--- config.mk ---
export PLATFORM = sky130hd
export DESIGN_NAME = psr_irq_ctrl
export DESIGN_NICKNAME = d
export VERILOG_FILES = /design/src/rtl/psr_pkg.sv /design/src/rtl/psr_sync.sv /design/src/rtl/psr_irq_seq.sv /design/src/rtl/psr_flag_reg.sv /design/src/rtl/psr_irq_ctrl.sv
export SDC_FILE = /design/constraint.sdc
export NUM_CORES = 1
export LEC_CHECK = 0
export BUFFER_PORTS_ARGS = -buffer_cell sky130_fd_sc_hd__buf_2
export CORE_AREA = 5 5 42 44
export CTS_BUF_LIST = sky130_fd_sc_hd__clkbuf_8
export CTS_CLUSTER_SIZE = 40
export DETAILED_ROUTE_END_ITERATION = 12
export DIE_AREA = 0 0 47 49
export PLACE_DENSITY = 0.71
export SLEW_MARGIN = 30
export SYNTH_ARGS = -nofsm -noshare
export SYNTH_HDL_FRONTEND = slang
export SYNTH_HIERARCHICAL = 1
export SYNTH_SLANG_ARGS = --single-unit
--- constraint.sdc ---
create_clock -name clk_i -period 1.1 [get_ports clk_i]
set_input_delay 0.22 -clock clk_i [delete_from_list [all_inputs] [get_ports clk_i]]
set_output_delay 0.22 -clock clk_i [all_outputs]
set_load 0.01 [all_outputs]
--- src/rtl/psr_pkg.sv ---
package psr_pkg;
  localparam int unsigned SR_W      = 8;
  localparam int unsigned USR_W     = 3;
  localparam int unsigned SNS_W     = 2;
  localparam int unsigned SYNC_LEN  = 2;
  localparam int unsigned BIT_IEN   = 3;
  localparam int unsigned BIT_SNS_A = 4;
  localparam int unsigned BIT_SNS_B = 5;
  localparam int unsigned BIT_OV    = 6;
  localparam int unsigned BIT_CY    = 7;

  typedef struct packed {
    logic             cy;
    logic             ov;
    logic             sns_b;
    logic             sns_a;
    logic             ien;
    logic [USR_W-1:0] usr;
  } psr_t;
endpackage

--- src/rtl/psr_sync.sv ---
module psr_sync #(
  parameter int unsigned STAGES = 2,
  parameter int unsigned W      = 2
) (
  input  logic         clk_i,
  input  logic         rst_ni,
  input  logic [W-1:0] d_i,
  output logic [W-1:0] q_o
);
  logic [W-1:0] stg_q [STAGES];

  for (genvar s = 0; s < STAGES; s++) begin : g_stg
    if (s == 0) begin : g_first
      always_ff @(posedge clk_i or negedge rst_ni)
        if (!rst_ni) stg_q[s] <= '0;
        else         stg_q[s] <= d_i;
    end else begin : g_rest
      always_ff @(posedge clk_i or negedge rst_ni)
        if (!rst_ni) stg_q[s] <= '0;
        else         stg_q[s] <= stg_q[s-1];
    end
  end

  assign q_o = stg_q[STAGES-1];
endmodule

--- src/rtl/psr_irq_seq.sv ---
module psr_irq_seq (
  input  logic clk_i,
  input  logic rst_ni,
  input  logic fetch_req_i,
  input  logic ien_i,
  input  logic req_i,
  output logic take_o,
  output logic xchg_o,
  output logic fetch_go_o
);
  logic xchg_q;

  // decision made at the fetch boundary; exchange strobe follows one cycle later
  assign take_o     = fetch_req_i & ien_i & req_i & ~xchg_q;
  assign fetch_go_o = fetch_req_i & ~take_o & ~xchg_q;
  assign xchg_o     = xchg_q;

  always_ff @(posedge clk_i or negedge rst_ni)
    if (!rst_ni) xchg_q <= 1'b0;
    else         xchg_q <= take_o;
endmodule

--- src/rtl/psr_flag_reg.sv ---
module psr_flag_reg
  import psr_pkg::*;
(
  input  logic                clk_i,
  input  logic                rst_ni,
  input  logic                acc_wr_i,
  input  logic [SR_W-1:0]     acc_wdata_i,
  input  logic                ien_clr_i,
  input  logic                ien_set_i,
  input  logic                entry_clr_i,
  input  logic                alu_we_i,
  input  logic                alu_ov_i,
  input  logic                alu_cy_i,
  input  logic [SNS_W-1:0]    sns_i,
  output psr_t                sr_o
);
  logic [USR_W-1:0] usr_q, usr_d;
  logic             ien_q, ien_d;
  logic             ov_q, ov_d, cy_q, cy_d;

  always_comb begin
    usr_d = usr_q;
    ien_d = ien_q;
    ov_d  = ov_q;
    cy_d  = cy_q;
    if (acc_wr_i) begin
      usr_d = acc_wdata_i[USR_W-1:0];
      ien_d = acc_wdata_i[BIT_IEN];
      ov_d  = acc_wdata_i[BIT_OV];
      cy_d  = acc_wdata_i[BIT_CY];
    end else begin
      if (ien_clr_i)      ien_d = 1'b0;
      else if (ien_set_i) ien_d = 1'b1;
      if (alu_we_i) begin
        ov_d = alu_ov_i;
        cy_d = alu_cy_i;
      end
    end
    if (entry_clr_i) ien_d = 1'b0;
  end

  always_ff @(posedge clk_i or negedge rst_ni)
    if (!rst_ni) begin
      usr_q <= '0;
      ien_q <= 1'b0;
      ov_q  <= 1'b0;
      cy_q  <= 1'b0;
    end else begin
      usr_q <= usr_d;
      ien_q <= ien_d;
      ov_q  <= ov_d;
      cy_q  <= cy_d;
    end

  always_comb begin
    sr_o.usr   = usr_q;
    sr_o.ien   = ien_q;
    sr_o.sns_a = sns_i[0];
    sr_o.sns_b = sns_i[1];
    sr_o.ov    = ov_q;
    sr_o.cy    = cy_q;
  end
endmodule

--- src/rtl/psr_irq_ctrl.sv ---
module psr_irq_ctrl
  import psr_pkg::*;
(
  input  logic             clk_i,
  input  logic             rst_ni,
  input  logic             irq_sense_i,
  input  logic             aux_sense_i,
  input  logic             acc_wr_i,
  input  logic [SR_W-1:0]  acc_wdata_i,
  input  logic             ien_clr_i,
  input  logic             ien_set_i,
  input  logic             alu_flag_we_i,
  input  logic             alu_ov_i,
  input  logic             alu_cy_i,
  input  logic             fetch_req_i,
  output logic             fetch_go_o,
  output logic             irq_xchg_o,
  output logic [SR_W-1:0]  sr_o,
  output logic [USR_W-1:0] usr_flag_o
);
  logic [SNS_W-1:0] sns_sync;
  logic             take;
  psr_t             sr;

  psr_sync #(.STAGES(SYNC_LEN), .W(SNS_W)) u_sync (
    .clk_i  (clk_i),
    .rst_ni (rst_ni),
    .d_i    ({aux_sense_i, irq_sense_i}),
    .q_o    (sns_sync)
  );

  psr_flag_reg u_reg (
    .clk_i       (clk_i),
    .rst_ni      (rst_ni),
    .acc_wr_i    (acc_wr_i),
    .acc_wdata_i (acc_wdata_i),
    .ien_clr_i   (ien_clr_i),
    .ien_set_i   (ien_set_i),
    .entry_clr_i (take),
    .alu_we_i    (alu_flag_we_i),
    .alu_ov_i    (alu_ov_i),
    .alu_cy_i    (alu_cy_i),
    .sns_i       (sns_sync),
    .sr_o        (sr)
  );

  psr_irq_seq u_seq (
    .clk_i       (clk_i),
    .rst_ni      (rst_ni),
    .fetch_req_i (fetch_req_i),
    .ien_i       (sr.ien),
    .req_i       (sr.sns_a),
    .take_o      (take),
    .xchg_o      (irq_xchg_o),
    .fetch_go_o  (fetch_go_o)
  );

  assign sr_o       = sr;
  assign usr_flag_o = sr.usr;
endmodule

# Word level (Yosys, flattened, before mapping)
# Cells that the tools add are included.
totals:
  register_bits: 11
  inputBits: 19
  out_inout_bits: 13
  elab_cells: 24
classes:
  n_mux: 8
  bitwise: 7
  reduce_logical: 2
ops:
  columns: ["cell", "n"]
  rows:
  - ["$mux 1", 8]
  - ["$and 1x1->1", 5]
  - ["$reduce_bool 4->1", 1]
  - ["$not 1->1", 2]
  - ["$reduce_bool 2->1", 1]

# Depth between registers and ports, before layout
# Gate-level depths: netlist (run 1).
depth:
  word_depth: 6
  mapped_depth: 5
  ltp_nobuf: 3

# Hierarchy
# Netlist (run 1), hierarchy kept.
by_module_without_submodules:
  columns: ["module", "n_inst", "cells_each", "area_each_um2", "seq_area_each_um2"]
  rows:
  - ["psr_flag_reg", 1, 25, 299.0, 150.1]
  - ["psr_sync", 1, 6, 115.1, 100.1]
  - ["psr_irq_seq", 1, 5, 57.6, 25.0]
  - ["psr_irq_ctrl", 1, 3, 22.5, 0.0]

# Worst setup path after synthesis (run 1)
# No wires, ideal clock.
synth_path:
  kind: "register to output"
  start: "register u_sync.stg_q (netlist bit u_sync/q_o[0])"
  end: "output port fetch_go_o"
  arrival_ns: 0.755
  t_required_ns: 0.880
  path_slack_ns: 0.125
  stages_incl_launch_ff: 4
  n_path_buf: 2
  path_cell_list: "dfrtp_1 > buf_4 > buf_4 > a21oi_2"
synth_via:
  elab_chain_cells: 5
synth_rtl:
  columns: ["item", "line_no", "text"]
  rows:
  - ["start: declaration", "psr_sync.sv:10", "logic [W-1:0] stg_q [STAGES];"]
  - ["start signal: indexed assignment", "psr_sync.sv:20", "else stg_q[s] <= stg_q[s-1];"]
  - ["$and 1x1->1 (2 in a row)", "psr_irq_seq.sv:14", "assign take_o = fetch_req_i & ien_i & req_i & ~xchg_q;"]
  - ["$not 1->1", "psr_irq_seq.sv:15", "assign fetch_go_o = fetch_req_i & ~take_o & ~xchg_q;"]
  - ["$and 1x1->1 (2 in a row)", "psr_irq_seq.sv:15", null]
  - ["end: declaration", "psr_irq_ctrl.sv:16", "output logic fetch_go_o,"]
# Every way passes these cells.

# Final worst setup path (run 1)
layout_path:
  start: "register u_seq.xchg_q, in the netlist u_seq/xchg_o"
  end: "output port fetch_go_o"
layout_via:
  elab_chain_cells: 5
layout_rtl:
  columns: ["item", "line_no", "text"]
  rows:
  - ["start: declaration", "psr_irq_seq.sv:11", "logic xchg_q;"]
  - ["start signal: assignment", "psr_irq_seq.sv:20", "else xchg_q <= take_o;"]
  - ["$not 1->1 *", "psr_irq_seq.sv:14, psr_irq_seq.sv:15", null]
  - ["$and 1x1->1", "psr_irq_seq.sv:14", null]
  - ["$not 1->1", "psr_irq_seq.sv:15", null]
  - ["$and 1x1->1", "psr_irq_seq.sv:15", null]
  - ["$and 1x1->1 *", "psr_irq_seq.sv:15", null]
# Every way passes the cells marked *; elsewhere a longest branch is shown, timed or not.

==> flow_metrics.tcl, run 1 <==
set metrics [dict create \
    status "finished, violations left" \
    violations "setup timing" \
    start_kind "register" \
    drive_above_1_share_pct 62.5 \
    syn_area_per_cell_um2 12.7 \
    yosys.area.top_type_share_pct 55.7 \
    synth_cells 39 \
    die_area_um2 2300 \
    grt-ovfl-total 0 \
    hold_violations 0 \
    crit_arrival_ns 0.95 \
    tightest_slew_ns 0.230 \
    cts-root-buf "clkbuf_8" \
    r2r_setup_slack_ns 0.06 \
    reg2reg_to "u_reg/ien_q" \
    rr_startpoint "u_seq/xchg_o" \
    required_ns 0.88 \
    h-tree-depth 1 \
    num_rows 14 \
    synth.cell_area_um2 494 \
    num_antenna_cells 0 \
    nets 84 \
    ant_nets 0 \
    drv_cap 0 \
    grt_max_degree 12 \
    grtUsageTotal_pct 8.43 \
    worstHoldPathCells 1 \
    syn_nets 58 \
    p_per_area_nw_per_um2 1540 \
    die_h_um 49 \
    ys_seq_elements 11 \
    drt_pass1_iterations 2 \
    die_x_um 47 \
    finalWorstSetupSlack_ns -0.0704 \
    synth_top_area_cell "dfrtp_1" \
    avgViaCountPerCell 4.10 \
    cts_tree "built" \
    max-vdd-ir-drop_mv 0.814 \
    clock_latency_ns 0.23 \
    place_area_um2 573 \
    ctsLongestPathBuffers 2 \
    critical_path.endpoint_type "primary output" \
    synth_area_leaders "dfrtp_1 56%, buf_4 15%, mux2_4 9.1%" \
    drv_slew 0 \
    drcViolationCount 0 \
    antenna_found_initial 0 \
    gp_congestion 0.668 \
    crit_fanout 2 \
    start_util_pct 35.3 \
    io_pins 32 \
    stdcell_area_um2 643 \
    port_buffers 29 \
    grt_pass1_wl_um 1400 \
    multi_input_area_um2 133 \
    min_period_ns 1.17 \
    n_fill_cell 133 \
    ys_warn_count 6 \
    cts_sinks 11 \
    hold_path_class "primary input to register" \
    cts_buffers 3 \
    setup_viol 1 \
    max-slew-margin-rel_pct 84.7 \
    synthToLayoutAreaGrowth_pct 30.1 \
    rsz0062_at_grt "true" \
    hold_path.startpoint "aux_sense_i" \
    tns_ns -0.0704 \
    fin_crit_sh_pct 106 \
    layout_commonest_cell "buf_2" \
    ys_seq_area_share_pct 55.7 \
    leakage_nw 0.350 \
    skew_ns 0.00114 \
    clkTransAtPathRegs_ns 0.05 \
    synth_cell_types 13 \
    layout_common_cells "29 x buf_2, 11 x dfrtp_1, 4 x nand2_1" \
    max_freq_mhz 854 \
    post-dp-hpwl_um 674 \
    rr_worst_depth 5 \
    vias 328 \
    wl_per_cell_um 11.1 \
    seq_area_um2 275 \
    whs_endpoint "u_sync/stg_q[3]" \
    critical_path_class "register to primary output" \
    grt_pass1_vias 346 \
    drt-total-wl_um 886 \
    first_iter_violations 3 \
    core_um2 1400 \
]
[through the flow]
| stage | setup WS [ns] | std cells | total power, mW | util, % | hold WS (ns) |
|---|---|---|---|---|---|
| 2_1_floorplan | 0.125 | 39 | 0.570 | - | -0.0756 |
| 3_3_place_gp | 0.167 | 73 | 0.606 | 40.9 | 0.0908 |
| 3_5_place_dp | 0.166 | 73 | 0.610 | 40.9 | 0.0981 |
| 4_1_cts | -0.0798 | 79 | 1.00 | 45.4 | 0.0871 |
| 5_1_grt | -0.120 | 80 | 1.05 | 45.9 | 0.0920 |
| 6_report | -0.0704 | 80 | 0.990 | 45.9 | 0.0930 |
[sequential cells by signal (all words and copies together) (netlist names)]
register and flops:
u_reg/usr_q 3, u_sync/q_o 2, u_sync/stg_q 2, u_reg/cy_q 1, u_reg/ien_q 1, u_reg/ov_q 1
u_seq/xchg_o 1
[synth_stat cells]
library cell  count
a21oi_2           1
a21oi_1           1
nor2_1            1
nand2b_4          1
buf_4            10
dfrtp_1          11
mux2_4            3
o21ai_0           2
mux2i_1           2
buf_6             1
nor2_2            1
nand2_1           4
o21ai_1           1
[repair_timing]
action,CTS,global route
hold buffers,1,0
resized for setup,0,0
setup endpoints to repair,1,1
hold endpoints to repair,11,0
buffers inserted,1,1
[kinds of logic after synthesis]
| kind of cell | count (synthesis) | share of synthesized area, % |
|---|---|---|
| AOI/OAI and AO/OA | 5 | 5.82 |
| buffers and inverters | 11 | 17.5 |
| DFF | 11 | 55.7 |
| muxes | 5 | 13.2 |
| and+or+nand+nor | 7 | 7.85 |
[area by class of cell]
type / instances / area share [%]
multi-input combinational: 17 / 20.6
timing repair buffer: 32 / 26.5
tap: 16 / 3.11
sequential: 11 / 42.8
clock buffer: 3 / 6.42
clock inverter: 1 / 0.584
[layer usage]
metal	wire, um	global-route usage, %
met1	383	11.0
met2	401	11.8
met3	101	2.21
met4	0	5.53
met5	0	0
[power breakdown]
group	internal (mW)	switching, mW	total (mW)
clock network	0.244	0.136	0.379
registers	0.436	0.0175	0.454
logic	0.0853	0.0721	0.157
[worst max-delay path, stage by stage (launching register included)]
cell,delay (ns)
dfrtp_1,0.36
nand2b_4,0.14
a21oi_2,0.08
buf_2,0.13
[worst max-delay path by stage]
stage | startpoint | to | slack [ns] | depth (start not counted)
6_report | u_seq/xchg_o | fetch_go_o | -0.07 | 3
3_3_place_gp | u_seq/xchg_o | fetch_go_o | 0.17 | 3
3_5_place_dp | u_seq/xchg_o | fetch_go_o | 0.17 | 3
4_1_cts | u_seq/xchg_o | fetch_go_o | -0.08 | 3
2_1_floorplan | u_sync/q_o[0] | fetch_go_o | 0.12 | 3
5_1_grt | u_seq/xchg_o | fetch_go_o | -0.12 | 3
Note: power is estimated with default switching activity, not from simulation.
==> run 2: changes to the inputs <==
- BUFFER_PORTS_ARGS: -buffer_cell sky130_fd_sc_hd__buf_2 -> -buffer_cell sky130_fd_sc_hd__buf_4
==> run 2 against run 1 <==
  * The flow still finishes with violations (setup timing)
  * Die area stayed put
  * Flip-flop and latch count unchanged
  * Cell area is 13% higher
  * Sequential share of layout area fell by 4.9 points
  * Core utilization is 6.0 points higher
  * Fmax is 0.77% lower
  * Worst hold slack barely moved
  * Largest power group unchanged
  * Power grew 4.8%
  * Wire length grew 9.4%
  * Critical path depth unchanged
  * Register-to-register slack barely moved
  * Combinational power rose by 26%
==> flow_metrics.tcl, run 2 (synthesized netlist as in run 1, its figures left out) <==
set metrics [dict create \
    status "finished, violations left" \
    violations "setup timing" \
    layout_common_cells "31 x buf_4, 11 x dfrtp_1, 4 x nand2_1" \
    setup_viol 1 \
    skew_ns 0.000306 \
    core_um2 1400 \
    crit_fanout 2 \
    grt_max_degree 12 \
    met2_usage_pct 14.7 \
    drt-total-wl_um 969 \
    cts_buffers 3 \
    die_area_um2 2300 \
    finalWorstSetupSlack_ns -0.0795 \
    first_iter_violations 7 \
    grt_pass1_wl_um 1660 \
    rsz0062_at_grt "true" \
    synthToLayoutAreaGrowth_pct 47.1 \
    tightest_slew_ns 0.130 \
    gp_congestion 0.650 \
    num_rows 14 \
    rr_startpoint "u_seq/xchg_o" \
    antenna_found_initial 0 \
    p_sw_mw 0.233 \
    seqPwrFrac_pct 44.0 \
    whs_endpoint "u_sync/stg_q[3]" \
    p_clk_share_pct 36.9 \
    worstHoldPathCells 1 \
    crit_arrival_ns 0.96 \
    drv_slew 0 \
    critical_path.endpoint_type "primary output" \
    wl_per_cell_um 12.0 \
    hold_path_class "primary input to register" \
    cts_tree "built" \
    clock_latency_ns 0.23 \
    dp_slack_ns 0.160 \
    cts_sinks 11 \
    layout_commonest_cell "buf_4" \
    max-vdd-ir-drop_mv 0.756 \
    comb_power_share_pct 19.1 \
    power_mw 1.04 \
    p_int_mw 0.805 \
    drive_above_1_share_pct 63.1 \
    hold_violations 0 \
    io_pins 32 \
    met3_usage_pct 5.17 \
    start_kind "register" \
    start_util_pct 35.3 \
    largest_register_ffs 3 \
    num_antenna_cells 0 \
    tns_ns -0.0795 \
    r2r_setup_slack_ns 0.06 \
    max-slew-margin-rel_pct 91.1 \
    grt-ovfl-total 0 \
    stdcell_area_um2 727 \
    nets 85 \
    drt_pass1_iterations 3 \
    leakage_nw 0.379 \
    top_register "u_reg/usr_q" \
    cts-root-buf "clkbuf_8" \
    clkTransAtPathRegs_ns 0.05 \
    holdWs_ns 0.0933 \
    required_ns 0.88 \
    die_h_um 49 \
    crit_path_start "u_seq/xchg_o" \
    p_sw_share_pct 22.4 \
    drv_cap 0 \
    port_buffers 29 \
    critical_path_class "register to primary output" \
    place_area_um2 646 \
    rr_worst_depth 5 \
    use_met1_pct 11.1 \
    grt_pass1_vias 389 \
    max_freq_mhz 848 \
    vias 347 \
    die_x_um 47 \
    grtUsageTotal_pct 10.2 \
    avgViaCountPerCell 4.28 \
    drcViolationCount 0 \
    fin_crit_sh_pct 107 \
    h-tree-depth 1 \
    ant_nets 0 \
    grt-busiest-layer "met2" \
    hold_path.startpoint "aux_sense_i" \
    min_period_ns 1.18 \
    reg2reg_to "u_reg/ien_q" \
    ctsLongestPathBuffers 2 \
    p_per_area_nw_per_um2 1430 \
]
run 2: layout make-up:
| type | instances | area [um^2] |
|---|---|---|
| Multi-Input combinational cell | 17 | 133 |
| Clock buffer | 3 | 41.3 |
| Fill cell | 137 | 674 |
| Clock inverter | 1 | 3.75 |
| Tap cell | 16 | 20.0 |
| Sequential cell | 11 | 275 |
| Timing Repair Buffer | 33 | 254 |
run 2: through the flow:
step / std cells / utilization (%)
global placement: 73 / 46.1
detailed placement: 73 / 46.1
global route: 81 / 51.9
floorplan: 39 / -
finish: 81 / 51.9
CTS: 80 / 51.1
run 2: critical path, stage by stage (launching register included):
cell and delay (ns):
dfrtp_1 0.37, nand2b_4 0.14, a21oi_2 0.09, buf_4 0.12
run 2: how the worst max path moves through the flow:
stage / end / slack [ns] / cells after the start
final: fetch_go_o / -0.08 / 3
after global placement: fetch_go_o / 0.16 / 3
after floorplan: fetch_go_o / 0.12 / 3
after detailed placement: fetch_go_o / 0.16 / 3
after CTS: fetch_go_o / -0.08 / 3
after global routing: fetch_go_o / -0.14 / 3
run 2: repair_timing:
item | 4_1_cts | 5_1_grt
endpoints found under the setup margin | 1 | 2
hold buffers | 1 | 0
resized for setup | 0 | 1
pin swaps | 0 | 0
hold endpoints to repair | 11 | 0
setup buffers | 2 | 1
run 2: per-layer routing:
layer  vias to the layer above  share of wire [%]
met5                         -                  0
met4                         0                2.0
met3                         2                 11
met2                        21                 50
met1                       157                 37
li1                        167                  -
run 2: power by group through the flow:
| stage | clock (mW) | combinational [mW] | sequential, mW |
|---|---|---|---|
| after floorplan | 0 | 0.108 | 0.462 |
| final | 0.383 | 0.198 | 0.457 |
| after global placement | 0 | 0.185 | 0.461 |
| after global routing | 0.413 | 0.216 | 0.462 |
| after detailed placement | 0 | 0.188 | 0.462 |
| after CTS | 0.393 | 0.196 | 0.457 |
